==> src/rtl/scan_bist_pkg.sv <==
package scan_bist_pkg;

    typedef enum logic [2:0] {
        ST_IDLE  = 3'd0,
        ST_FILL  = 3'd1,
        ST_CAPT  = 3'd2,
        ST_SWAP  = 3'd3,
        ST_DRAIN = 3'd4,
        ST_DONE  = 3'd5
    } bist_state_e;

    typedef enum logic [1:0] {
        WT_PLAIN     = 2'd0,
        WT_LOW       = 2'd1,
        WT_HIGH      = 2'd2,
        WT_PLAIN_ALT = 2'd3
    } weight_e;

    localparam int          SIG_W    = 16;
    localparam logic [15:0] SIG_POLY = 16'h1021;
    localparam logic [15:0] GEN_TAPS = 16'hB400;

endpackage

==> src/rtl/bist_seq.sv <==
module bist_seq
    import scan_bist_pkg::*;
#(
    parameter int CHAIN_LEN = 13,
    parameter int NUM_PAT   = 8
) (
    input  logic clk,
    input  logic rst_n,
    input  logic start,
    output logic accept,
    output logic shift_en,
    output logic capture_en,
    output logic compact_en,
    output logic busy,
    output logic done
);

    localparam int CW = (CHAIN_LEN > 1) ? $clog2(CHAIN_LEN) : 1;
    localparam int PW = $clog2(NUM_PAT + 1);

    bist_state_e    state_q, state_d;
    logic [CW-1:0]  bit_cnt;
    logic [PW-1:0]  pat_cnt;
    logic           last_bit, last_pat;

    assign last_bit = (bit_cnt == CW'(CHAIN_LEN - 1));
    assign last_pat = (pat_cnt == PW'(NUM_PAT - 1));
    assign accept   = start && ((state_q == ST_IDLE) || (state_q == ST_DONE));

    // state register
    always_ff @(posedge clk or negedge rst_n) begin
        if (!rst_n) state_q <= ST_IDLE;
        else        state_q <= state_d;
    end

    // transitions
    always_comb begin
        state_d = state_q;
        unique case (state_q)
            ST_IDLE:  if (start)    state_d = ST_FILL;
            ST_FILL:  if (last_bit) state_d = ST_CAPT;
            ST_CAPT:  state_d = last_pat ? ST_DRAIN : ST_SWAP;
            ST_SWAP:  if (last_bit) state_d = ST_CAPT;
            ST_DRAIN: if (last_bit) state_d = ST_DONE;
            ST_DONE:  if (start)    state_d = ST_FILL;
            default:  state_d = ST_IDLE;
        endcase
    end

    // bit and pattern counters
    always_ff @(posedge clk or negedge rst_n) begin
        if (!rst_n) begin
            bit_cnt <= '0;
            pat_cnt <= '0;
        end else if (accept) begin
            bit_cnt <= '0;
            pat_cnt <= '0;
        end else if (shift_en) begin
            bit_cnt <= last_bit ? '0 : bit_cnt + 1'b1;
        end else if (capture_en) begin
            bit_cnt <= '0;
            pat_cnt <= pat_cnt + 1'b1;
        end
    end

    // outputs
    always_comb begin
        shift_en   = 1'b0;
        capture_en = 1'b0;
        compact_en = 1'b0;
        busy       = 1'b0;
        done       = 1'b0;
        unique case (state_q)
            ST_IDLE:  ;
            ST_FILL:  begin shift_en = 1'b1; busy = 1'b1; end
            ST_CAPT:  begin capture_en = 1'b1; busy = 1'b1; end
            ST_SWAP:  begin shift_en = 1'b1; compact_en = 1'b1; busy = 1'b1; end
            ST_DRAIN: begin shift_en = 1'b1; compact_en = 1'b1; busy = 1'b1; end
            ST_DONE:  done = 1'b1;
            default:  ;
        endcase
    end

    p_bitcnt_range_r2: assert property (@(posedge clk) disable iff (!rst_n)
        bit_cnt <= CW'(CHAIN_LEN - 1));

    p_patcnt_range_r2: assert property (@(posedge clk) disable iff (!rst_n)
        pat_cnt <= PW'(NUM_PAT));

    p_busy_done_excl_r10: assert property (@(posedge clk) disable iff (!rst_n)
        !(busy && done));

endmodule

==> src/rtl/bist_pgen.sv <==
module bist_pgen
    import scan_bist_pkg::*;
#(
    parameter int          W      = 16,
    parameter logic [W-1:0] TAPS  = 16'hB400,
    parameter logic [W-1:0] SEED  = 16'hACE1,
    parameter int          WT_TAP = 7
) (
    input  logic    clk,
    input  logic    rst_n,
    input  logic    reseed,
    input  logic    step,
    input  logic    wload,
    input  weight_e wsel,
    output logic    bit_out
);

    logic [W-1:0] lfsr;
    weight_e      wt_q;
    logic         fb;

    assign fb = ^(lfsr & TAPS);

    always_ff @(posedge clk or negedge rst_n) begin
        if (!rst_n)      lfsr <= SEED;
        else if (reseed) lfsr <= SEED;
        else if (step)   lfsr <= {lfsr[W-2:0], fb};
    end

    always_ff @(posedge clk or negedge rst_n) begin
        if (!rst_n)     wt_q <= WT_PLAIN;
        else if (wload) wt_q <= wsel;
    end

    always_comb begin
        unique case (wt_q)
            WT_LOW:  bit_out = lfsr[W-1] & lfsr[WT_TAP];
            WT_HIGH: bit_out = lfsr[W-1] | lfsr[WT_TAP];
            default: bit_out = lfsr[W-1];
        endcase
    end

    p_lfsr_live_r4: assert property (@(posedge clk) disable iff (!rst_n)
        lfsr != '0);

    p_lfsr_hold_r4: assert property (@(posedge clk) disable iff (!rst_n)
        (!step && !reseed) |=> $stable(lfsr));

endmodule

==> src/rtl/bist_shreg.sv <==
module bist_shreg #(
    parameter int W = 4
) (
    input  logic         clk,
    input  logic         rst_n,
    input  logic         shift,
    input  logic         cap,
    input  logic         ser_in,
    input  logic [W-1:0] par_in,
    output logic [W-1:0] q,
    output logic         ser_out
);

    assign ser_out = q[0];

    generate
        if (W == 1) begin : g_single
            always_ff @(posedge clk or negedge rst_n) begin
                if (!rst_n)     q <= '0;
                else if (shift) q <= ser_in;
                else if (cap)   q <= par_in;
            end
        end else begin : g_multi
            always_ff @(posedge clk or negedge rst_n) begin
                if (!rst_n)     q <= '0;
                else if (shift) q <= {ser_in, q[W-1:1]};
                else if (cap)   q <= par_in;
            end
        end
    endgenerate

endmodule

==> src/rtl/bist_sig.sv <==
module bist_sig #(
    parameter int           W    = 16,
    parameter logic [W-1:0] POLY = 16'h1021
) (
    input  logic         clk,
    input  logic         rst_n,
    input  logic         clear,
    input  logic         en,
    input  logic         din,
    output logic [W-1:0] sig
);

    logic fb;
    assign fb = sig[W-1] ^ din;

    always_ff @(posedge clk or negedge rst_n) begin
        if (!rst_n)     sig <= '0;
        else if (clear) sig <= '0;
        else if (en)    sig <= {sig[W-2:0], 1'b0} ^ (fb ? POLY : '0);
    end

    p_sig_clear_r6: assert property (@(posedge clk) disable iff (!rst_n)
        clear |=> (sig == '0));

    p_sig_idle_r6: assert property (@(posedge clk) disable iff (!rst_n)
        (!en && !clear) |=> $stable(sig));

endmodule

==> src/rtl/scan_selftest_wrap.sv <==
module scan_selftest_wrap
    import scan_bist_pkg::*;
#(
    parameter int          PI_W     = 4,
    parameter int          PO_W     = 3,
    parameter int          CORE_LEN = 6,
    parameter int          NUM_PAT  = 8,
    parameter logic [15:0] GEN_SEED = 16'hACE1,
    parameter logic [15:0] GOLDEN   = 16'h0000
) (
    input  logic            clk,
    input  logic            rst_n,
    input  logic            start,
    input  logic [1:0]      weight_mode,
    output logic [PI_W-1:0] core_pi,
    input  logic [PO_W-1:0] core_po,
    output logic            core_se,
    output logic            core_si,
    input  logic            core_so,
    output logic            busy,
    output logic            done,
    output logic [15:0]     signature,
    output logic            pass
);

    localparam int CHAIN_LEN = PI_W + CORE_LEN + PO_W;

    logic            accept, shift_en, capture_en, compact_en;
    logic            gen_bit, ro_out;
    logic [PO_W-1:0] ro_q;

    bist_seq #(
        .CHAIN_LEN (CHAIN_LEN),
        .NUM_PAT   (NUM_PAT)
    ) u_seq (
        .clk        (clk),
        .rst_n      (rst_n),
        .start      (start),
        .accept     (accept),
        .shift_en   (shift_en),
        .capture_en (capture_en),
        .compact_en (compact_en),
        .busy       (busy),
        .done       (done)
    );

    bist_pgen #(
        .W      (16),
        .TAPS   (GEN_TAPS),
        .SEED   (GEN_SEED),
        .WT_TAP (7)
    ) u_pgen (
        .clk     (clk),
        .rst_n   (rst_n),
        .reseed  (accept),
        .step    (shift_en),
        .wload   (accept || capture_en),
        .wsel    (weight_e'(weight_mode)),
        .bit_out (gen_bit)
    );

    // input-source register: head of the extended chain
    bist_shreg #(.W(PI_W)) u_src (
        .clk     (clk),
        .rst_n   (rst_n),
        .shift   (shift_en),
        .cap     (1'b0),
        .ser_in  (gen_bit),
        .par_in  ('0),
        .q       (core_pi),
        .ser_out (core_si)
    );

    // output-capture register: tail of the extended chain
    bist_shreg #(.W(PO_W)) u_cap (
        .clk     (clk),
        .rst_n   (rst_n),
        .shift   (shift_en),
        .cap     (capture_en),
        .ser_in  (core_so),
        .par_in  (core_po),
        .q       (ro_q),
        .ser_out (ro_out)
    );

    bist_sig #(
        .W    (SIG_W),
        .POLY (SIG_POLY)
    ) u_sig (
        .clk   (clk),
        .rst_n (rst_n),
        .clear (accept),
        .en    (compact_en),
        .din   (ro_out),
        .sig   (signature)
    );

    assign core_se = shift_en;
    assign pass    = done && (signature == GOLDEN);

    p_capture_one_r3: assert property (@(posedge clk) disable iff (!rst_n)
        (busy && !core_se) |=> core_se);

    p_ro_capture_r3: assert property (@(posedge clk) disable iff (!rst_n)
        (busy && !core_se) |=> (ro_q == $past(core_po)));

    p_pi_hold_r3: assert property (@(posedge clk) disable iff (!rst_n)
        (busy && !core_se) |=> $stable(core_pi));

    p_done_after_drain_r2: assert property (@(posedge clk) disable iff (!rst_n)
        $rose(done) |-> $past(core_se));

    p_pass_done_r7: assert property (@(posedge clk) disable iff (!rst_n)
        pass |-> done);

    p_sig_hold_r7: assert property (@(posedge clk) disable iff (!rst_n)
        (done && !start) |=> (done && $stable(signature)));

endmodule

==> config.mk <==
export PLATFORM = sky130hd
export DESIGN_NAME = scan_selftest_wrap
export DESIGN_NICKNAME = d
export VERILOG_FILES = /design/src/rtl/scan_bist_pkg.sv /design/src/rtl/bist_seq.sv /design/src/rtl/bist_pgen.sv /design/src/rtl/bist_shreg.sv /design/src/rtl/bist_sig.sv /design/src/rtl/scan_selftest_wrap.sv
export SDC_FILE = /design/constraint.sdc
export NUM_CORES = 1
export LEC_CHECK = 0
export BUFFER_PORTS_ARGS = -buffer_cell sky130_fd_sc_hd__buf_2
export CAP_MARGIN = 0
export CORE_MARGIN = 2
export CORE_UTILIZATION = 45
export DETAILED_ROUTE_END_ITERATION = 6
export PLACE_DENSITY = 0.68
export SYNTH_ARGS = -nofsm -noshare
export SYNTH_HDL_FRONTEND = slang
export SYNTH_SLANG_ARGS = --single-unit
==> constraint.sdc <==
create_clock -name clk -period 1.3 [get_ports clk]
set_input_delay 0.065 -clock clk [delete_from_list [all_inputs] [get_ports clk]]
set_output_delay 0.065 -clock clk [all_outputs]
set_load 0.05 [all_outputs]
==> summary.txt, run 1 <==
Global routing
  – First-pass GRT wire length: 9.446 mm
  – Initial antenna violation count: 0
  – Largest net degree at the start of global routing: 53
  – Total GRT Usage: between 10% and 20%
  – Vias in the first global route: 2,036
  – Grt total ovfl: 0

Floorplan
  – Chip height: 78.54 um
  – Num rows: 27
  – DIE AREA: 6168 um2
  – Placeable Area: 5439 um2
  – Die width: 78.54 um
  – Initial Utilization: between 40% and 50%
  – IO Count: 34

Logic synthesis
  – Synth Instances: 240
  – Post-synth top cells: 53 x nand2_1, 44 x dfrtp_1, 15 x o21ai_1, 9 x a22o_1, 8 x dfstp_2
  – Synth warn: 0
  – Syn_area_per_cell: ~10 um2
  – EDFF count, synth: 0
  – Post-synthesis register bit count: 52
  – Dominant cell type by area after synthesis: dfrtp_1
  – Prevailing post-synth register cell: dfrtp_1
  – Cell variety after synth: 49
  – Synth top area share: 44.04%
  – Syn nets: about 250
  – Post-synthesis sequential area ratio: 52.45%
  – Async set or reset register ratio after synthesis: 100.0%
  – Count leader, synth: nand2_1
  – Synth Cell Area: between 2000 and 2500 um2
  – Area contributors post-synth: dfrtp_1 44%, dfstp_2 8.4%, nand2_1 8.0%

Power
  – Leak pwr: 1.616 nW
  – PwrDens: ~2300 nW/um2
  – Max IR drop VDD: 1.487 mV

Worst hold path
  – WHS Endpoint: u_seq.state_q[2]
  – Hold Startpoint: start
  – Hold depth: 2
  – HP Class: in -> reg

Setup path
  – Crit path cell chain: buf_6 -> buf_4 -> nor2_4 -> xor2_4 -> inv_2 -> buf_8
  – Worst path depth: 6
  – CP max FO: 3
  – R2R cell count: 6
  – Top cell family by delay on the critical path: buffers and inverters
  – Worst r2r src: u_seq.state_q[2]
  – CP startpoint kind: flop
  – Critical path's largest stage delay: roughly 0.42 ns
  – Worst path bufs/invs: 4
  – Reg-to-reg slack, setup: -0.28 ns
  – WP data arrival: 1.57 ns
  – Reg-to-Reg End: u_sig.sig[5]
  – Slowest stage cell, crit path: dfrtp_1
  – Crit Path Category: reg -> out
  – CP endpoint kind: output port
  – Worst EP required: 1.24 ns

Detailed routing
  – # DRC: 0
  – Final wirelength: approximately 5.6 mm
  – Routed Antenna Nets: 0
  – Drt via density: 5.163
  – Via count: about 2,100
  – Initial DRC Count: 88
  – Avg WL per Cell: between 10 and 15 um
  – First-pass iteration count of the detailed router: 4

STA
  – PnR worst setup slack: -0.3326 ns
  – Min cycle time layout: ~1.6 ns
  – Final setup skew: around 0.0075 ns
  – RSZ-0062 raised after global routing: yes
  – FMAX: 612.5 MHz
  – Max-slew violation count: 0
  – Worst Max-Slew Pin Slew: 0.3406 ns
  – Final setup fails: 52
  – Slew margin rel.: around 77%
  – Fin. Hold Viols: 0
  – Crit share post-route: 125.6%

Final layout
  – Area grow syn2layout: 43.44%
  – Nets: roughly 350
  – Final core occ: approximately two thirds
  – ANT cells: 0
  – Post-route cell area: between 3000 and 4000 um2
  – Fin cells: 406
  – Fraction of layout instances using a drive strength above 1: 45.51%

CTS
  – CTS Buf Count: 5
  – H-tree depth: 2
  – Worst-path clk slew: 0.10 ns
  – TritonCTS clock tree: done
  – CTS sink cnt: 52
  – CTS max path bufs: 2
  – Clk_lat worst skew: 0.31 ns
  – CTS Root Cell: clkbuf_8

Status
  – Failing checks: setup timing
  – Outcome: finished, violations left

Place
  – Placed Area: roughly 3000 um2
  – HPWL after detailed placement: 3.627 mm
  – Placed insts: 372
  – IO Port Bufs: 33
  – GPL Wtd Cong: around 0.75

Run
  – Max_cap viols: 0
==> sequential cells by signal, summed over array words and instances (netlist names) <==
register,count
u_pgen.lfsr,16
u_cap.q,3
u_seq.pat_cnt,4
u_seq.bit_cnt,4
u_seq.state_q,3
u_pgen.wt_q,2
u_sig.sig,16
u_src.q,4
==> cell usage in the layout (no fill, tap or decap), types with 3 or more instances in the layout <==
cell | synthesis | routed
buf_4 | 6 | 42
inv_1 | 6 | 6
nand2_1 | 53 | 52
nand2b_1 | 3 | 3
a21oi_1 | 7 | 6
dfrtp_1 | 44 | 39
a22o_1 | 9 | 9
a31oi_1 | 4 | 4
buf_2 | 6 | 29
nor2_4 | 0 | 4
dfstp_2 | 8 | 8
nor2_1 | 7 | 4
o21ai_1 | 15 | 14
xor2_1 | 5 | 4
dlygate4sd3_1 | 0 | 6
o22a_1 | 7 | 7
o21ai_0 | 4 | 4
buf_8 | 0 | 4
xnor2_1 | 3 | 3
dfrtp_2 | 0 | 5
buf_6 | 0 | 13
clkbuf_8 | 0 | 5
ha_1 | 5 | 4
buf_12 | 0 | 3
==> area by class of cell <==
class | instances | area, um2
clock buffers | 5 | 68.82
clock inverters | 3 | 27.53
fillers | 432 | 1853
inverters | 8 | 37.54
multi-input cells | 168 | 1251
flip-flops and latches | 52 | 1318
well taps | 72 | 90.09
repair buffers | 97 | 787.0
repair inverters | 1 | 6.256
==> report_power, final <==
part	internal [mW]	leakage (nW)	switching, mW
registers	2.49	0.600	0.561
logic	1.75	0.970	2.50
clock network	0.396	0.0463	0.593
==> logic make-up (layout without fill, tap and decap cells) <==
family,after synthesis,after routing,share of synthesized area (%)
flops,52,52,52.45
compound gates,61,61,18.27
fa+ha+maj,5,5,2.503
xor+xnor,8,8,2.803
buf+inv,20,114,4.204
mux,6,6,2.603
simple gates,88,88,17.17
==> how the worst max path moves through the flow <==
stage | from | endpoint | slack (ns)
after global routing | u_seq.state_q[1] | busy | -0.39
after global placement | u_seq.state_q[1] | u_seq.bit_cnt[3] | -0.17
after CTS | u_seq.state_q[1] | pass | -0.35
after detailed placement | u_seq.state_q[2] | u_sig.sig[5] | -0.21
after floorplan | u_seq.state_q[0] | u_pgen.lfsr[12] | -0.11
final | u_seq.state_q[1] | busy | -0.33
==> layer usage <==
layer	global-route usage, %	share of wire, %	vias up
li1	-	-	1028
met1	25.66	46	1032
met2	32.48	50	30
met3	3.103	2.8	6
met4	5.789	1.2	0
met5	0	0	-
==> per-stage QoR <==
step	setup TNS [ns]	total power, mW	hold WS (ns)	worst slack (ns)
2_1_floorplan	-2.696	5.798	-0.2306	-0.1101
3_3_place_gp	-4.351	6.902	0.07764	-0.1650
3_5_place_dp	-5.525	7.009	0.08157	-0.2075
4_1_cts	-8.216	8.158	0.03224	-0.3503
5_1_grt	-11.26	8.845	0.05523	-0.3869
6_report	-8.494	8.287	0.04038	-0.3326
==> worst register-to-register path: stages (launching register included) <==
cell	delay, ns
dfrtp_2	0.46
buf_6	0.13
or2_4	0.25
a221oi_4	0.28
buf_12	0.22
nand2_1	0.10
o31ai_2	0.06
==> what timing repair did <==
item / CTS / global route
cloned: 0 / 1
pin swaps: 10 / 8
endpoints found under the setup margin: 52 / 55
hold endpoints to repair: 55 / 0
setup buffers: 8 / 12
hold buffers: 6 / 0
gates resized for setup: 37 / 19
(Power assumes the default switching activity.)
==> inputs of run 2 (changes only) <==
SYNTH_HIERARCHICAL = 1   (was not set)
==> run 2 against run 1 <==
Effect of this change: the run still ends with setup timing left; die area rose by 2.5%; clock power rose by 22%; synthesized cell count did not move; worst setup slack got worse by 0.14 ns; total power rose by 24%; critical path type unchanged.
==> summary.txt, run 2 <==
Logic synthesis
  – Syn_area_per_cell: 10.69 um2
  – Synth Instances: 240
  – Synth Cell Area: 2566 um2
  – Synth warn: 6

Worst hold path
  – HP Class: in -> reg

Setup path
  – CP max FO: 2
  – CP startpoint kind: flop
  – WP data arrival: 1.71 ns
  – Crit Path Category: reg -> out
  – CP endpoint kind: output port
  – Worst EP required: roughly 1.2 ns

Detailed routing
  – Routed Antenna Nets: 0
  – Avg WL per Cell: approximately 16 um
  – # DRC: 0
  – Drt via density: 5.177
  – Final wirelength: 6.860 mm
  – Via count: 2,169
  – First-pass iteration count of the detailed router: 4
  – Initial DRC Count: 146

CTS
  – Worst-path clk slew: approximately 0.09 ns
  – CTS Root Cell: clkbuf_8
  – H-tree depth: 2
  – Clk_lat worst skew: 0.31 ns
  – TritonCTS clock tree: done
  – CTS Buf Count: 5
  – CTS sink cnt: 52
  – CTS max path bufs: 2

Final layout
  – Fin cells: 419
  – ANT cells: 0
  – Post-route cell area: about 4000 um2
  – Nets: 360
  – Largest registers: u_pgen/lfsr x16, u_sig/sig x16
  – Most frequent cells in the layout: 35 x buf_4, 31 x dfrtp_1, 29 x buf_2, 29 x mux2i_1, 27 x nor2_1
  – Area grow syn2layout: 55.88%
  – Fraction of layout instances using a drive strength above 1: a little over half
  – Most common cell after layout, fill and taps aside: buf_4

Place
  – IO Port Bufs: 33
  – Placed Area: 3134 um2
  – HPWL after detailed placement: 3.609 mm
  – Placed insts: 376
  – GPL Wtd Cong: roughly 0.78

Floorplan
  – Num rows: 27
  – Die width: 79.52 um
  – Chip height: 79.52 um
  – Placeable Area: 5507 um2
  – DIE AREA: around 6300 um2
  – Initial Utilization: 46.60%
  – IO Count: 34

Power
  – PwrDens: 2577 nW/um2
  – Max IR drop VDD: 1.704 mV
  – Tot Pwr: 10.31 mW
  – Leak pwr: between 1.5 and 2 nW

STA
  – RSZ-0062 raised after global routing: yes
  – PnR worst setup slack: -0.4704 ns
  – Min cycle time layout: 1.770 ns
  – Final setup fails: 52
  – Final setup skew: 0.006553 ns
  – Fin Setup TNS: -10.76 ns
  – Smallest hold slack: approximately 0.038 ns
  – Fin. Hold Viols: 0
  – Max-slew violation count: 0
  – Crit share post-route: 136.2%
  – FMAX: roughly 560 MHz

Status
  – Failing checks: setup timing
  – Outcome: finished, violations left

Run
  – Max_cap viols: 0

Global routing
  – Initial antenna violation count: 0
  – Largest net degree at the start of global routing: 40
  – Total GRT Usage: 21.97%
  – Vias in the first global route: about 2,200
  – First-pass GRT wire length: 10.48 mm
  – Grt total ovfl: 0
-- run 2: path summary, 6_finish.rpt --
kind | cells after the start | slack (ns) | end | from
setup / recovery | 4 | -0.47 | pass | u_sig/sig[0]
hold / removal | 3 | 0.04 | u_cap/q[1] | core_po[1]
setup reg to reg | 7 | -0.32 | u_sig/sig[5] | u_seq/state_q[2]
hold reg to reg | 2 | 0.50 | u_pgen/lfsr[15] | u_pgen/lfsr[14]
max in group asynchronous | 3 | 0.53 | u_pgen/lfsr[13] | rst_n
min in group asynchronous | 2 | 0.18 | u_src/q[0] | rst_n
-- run 2: power breakdown --
| group | switching, mW | internal (mW) |
|---|---|---|
| Combinational | 3.23 | 2.65 |
| Clock | 0.530 | 0.680 |
| Sequential | 0.700 | 2.52 |
| Total | 4.46 | 5.85 |
-- run 2: critical path, stage by stage (launching register included) --
cell and delay, ns:
dfrtp_1 0.42, nor4_4 0.31, nand4_1 0.19, nor4b_4 0.28
buf_6 0.20
-- run 2: repair_timing --
action	4_1_cts	5_1_grt
hold buffers	4	0
gates resized for setup	64	46
buffers inserted	20	9
endpoints found under the hold margin	19	0
endpoints found under the setup margin	53	55
pin swaps	16	25
gates cloned	6	0
-- run 2: area by class of cell --
class / count / area (um2)
Clock buffer: 7 / 96.34
Clock inverter: 1 / 30.03
Fill cell: 363 / 1506
Inverter: 10 / 45.04
Multi-Input combinational cell: 170 / 1434
Sequential cell: 52 / 1328
Tap cell: 72 / 90.09
Timing Repair Buffer: 105 / 949.7
Timing Repair inverter: 2 / 27.53
-- run 2: stage by stage --
stage               setup WS (ns)  utilization (%)
floorplan                 -0.3989                -
finish                    -0.4704            72.64
CTS                       -0.4356            68.39
detailed placement        -0.2977            56.92
global placement          -0.2654            56.92
global route              -0.5415            72.64
-- run 2: per-layer routing --
metal / vias up / share of wire, % / GRT usage [%]
li1: 1033 / - / -
met1: 1085 / 43 / 27.80
met2: 41 / 52 / 37.31
met3: 10 / 3.4 / 4.525
met4: 0 / 1.7 / 7.586
met5: - / 0 / 0
==> inputs of run 3 (changes only) <==
ABC_CLOCK_PERIOD_IN_PS = 1300   (was not set)
HOLD_SLACK_MARGIN = 0.05   (was not set)
RECOVER_POWER = 100   (was not set)
==> run 3 against run 2 <==
Effect of this change: the run still ends with setup timing left; clock skew down 0.00052 ns; total power is essentially flat; sequential share of layout area shrank 0.072 points; worst setup slack better by 0.0057 ns; clock-buffer cell count is the same; non-clock buffer count is 2 higher; critical endpoint unchanged; worst hold slack better by 0.066 ns; cell count increased by 0.48%; die area stayed put; global-route usage fell by 0.13 points; utilization increased by 0.16 points.
==> summary.txt, run 3 (synthesized netlist as in run 2, its figures left out) <==
Global routing
  – First-pass GRT wire length: 10.52 mm
  – Initial antenna violation count: 0
  – Vias in the first global route: 2,224
  – Largest net degree at the start of global routing: 40
  – Total GRT Usage: 21.84%
  – Grt total ovfl: 0

Final layout
  – Nets: 362
  – Fraction of layout instances using a drive strength above 1: between 50 and 60%
  – ANT cells: 0
  – Area grow syn2layout: 56.22%
  – Most frequent cells in the layout: 35 x buf_4, 31 x dfrtp_1, 29 x mux2i_1
  – Most common cell after layout, fill and taps aside: buf_4
  – Largest registers: u_pgen/lfsr x16, u_sig/sig x16
  – Fin cells: 421
  – Register area: 1328 um2
  – Fillers: around 360
  – Post-route cell area: 4009 um2
  – Final core occ: about 73%
  – Area of the multi-input gates: 1429 um2

CTS
  – CTS max path bufs: 2
  – H-tree depth: 2
  – CTS Root Cell: clkbuf_8
  – Worst-path clk slew: 0.10 ns
  – CTS Buf Count: 5
  – CTS sink cnt: 52
  – Clk_lat worst skew: 0.30 ns
  – TritonCTS clock tree: done

Detailed routing
  – First-pass iteration count of the detailed router: 4
  – Avg WL per Cell: 16.27 um
  – Final wirelength: 6.849 mm
  – Via count: 2,213
  – Routed Antenna Nets: 0
  – Wl on met1: 3.069 mm
  – Top Metal Used: met4
  – Initial DRC Count: 145
  – DR WL met3: about 230 um
  – Met2 WL: 3.498 mm
  – Drt via density: 5.257
  – # DRC: 0

Setup path
  – Slowest stage cell, crit path: dfrtp_1
  – Crit path cell chain: nor4_4 -> nand4_1 -> nor4b_4 -> buf_6
  – CP endpoint kind: output port
  – Crit Path Category: reg -> out
  – CP startpoint kind: flop
  – Worst EP required: 1.24 ns
  – Worst path bufs/invs: 1
  – Top cell family by delay on the critical path: simple AND/OR/NAND/NOR gates
  – Critical path's largest stage delay: between 0.4 and 0.5 ns
  – WP data arrival: 1.70 ns
  – CP max FO: 2

STA
  – Crit share post-route: 135.7%
  – Fin. Hold Viols: 0
  – Final setup skew: 0.006031 ns
  – RSZ-0062 raised after global routing: yes
  – PnR worst setup slack: -0.4647 ns
  – Max-slew violation count: 0
  – Worst Max-Slew Pin Slew: roughly 0.83 ns
  – Slew margin rel.: 44.37%
  – Min cycle time layout: 1.765 ns
  – Final setup fails: 52
  – Smallest hold slack: 0.1042 ns
  – FMAX: between 500 and 600 MHz

Power
  – PwrDens: between 2000 and 3000 nW/um2
  – Max IR drop VDD: between 1.5 and 2 mV
  – Leak pwr: around 1.9 nW

Floorplan
  – Placeable Area: about 5500 um2
  – Chip height: 79.52 um
  – DIE AREA: 6323 um2
  – Initial Utilization: 46.60%
  – IO Count: 34
  – Die width: 79.52 um
  – Num rows: 27

Worst hold path
  – HP Class: in -> reg

Place
  – Pre-CTS WS: -0.2977 ns
  – HPWL after detailed placement: 3.609 mm
  – IO Port Bufs: 33
  – GPL Wtd Cong: 0.7791
  – Placed insts: 376
  – Placed Area: 3134 um2

Run
  – Max_cap viols: 0

Status
  – Failing checks: setup timing
  – Outcome: finished, violations left
run 3: area by class of cell:
type                    count  area share (%)
clock buffers               7           2.403
clock inverters             1          0.7491
inverters                  10           1.124
multi-input cells         170           35.64
flip-flops and latches     52           33.11
well taps                  72           2.247
repair buffers            107           24.03
repair inverters            2          0.6866
run 3: per-layer routing:
layer	global-route usage [%]	vias up
met1	28.22	1125
met3	3.846	6
met5	0	-
li1	-	1038
met2	36.72	44
met4	7.931	0
run 3: metrics by stage:
stage / TNS [ns] / power [mW]
after floorplan: -7.822 / 6.361
final: -11.32 / 10.30
after detailed placement: -8.235 / 7.664
after global placement: -6.978 / 7.554
after CTS: -8.290 / 9.533
after global routing: -15.61 / 10.89
run 3: worst paths after layout:
check / from / to / slack, ns / cells past startpoint
worst max-delay path: u_sig/sig[0] / pass / -0.46 / 4
worst min-delay path: core_po[0] / u_cap/q[0] / 0.10 / 3
worst max register to register: u_seq/state_q[2] / u_sig/sig[5] / -0.34 / 7
worst min register to register: u_pgen/lfsr[14] / u_pgen/lfsr[15] / 0.50 / 2
max in group asynchronous: rst_n / u_pgen/lfsr[11] / 0.13 / 3
min in group asynchronous: rst_n / u_src/q[0] / 0.36 / 2
run 3: where the power goes:
group / internal (mW) / switching (mW) / leakage [nW] / total, mW
Clock: 0.680 / 0.533 / 0.0645 / 1.21
Sequential: 2.52 / 0.694 / 0.602 / 3.21
Combinational: 2.64 / 3.24 / 1.27 / 5.88
run 3: worst reg2reg max path, stage by stage (launching register included):
cell	delay (ns)
dfrtp_2	0.48
nor2b_4	0.16
nor4b_4	0.24
buf_4	0.17
buf_6	0.10
buf_6	0.12
nand4b_1	0.13
o311ai_2	0.11
run 3: timing repair:
action                                  4_1_cts  5_1_grt
setup buffers                                20       10
gates resized for setup                      64       46
pin swaps                                    16       25
hold buffers                                  6        0
cloned                                        6        0
hold endpoints to repair                     48        0
endpoints found under the setup margin       53       55
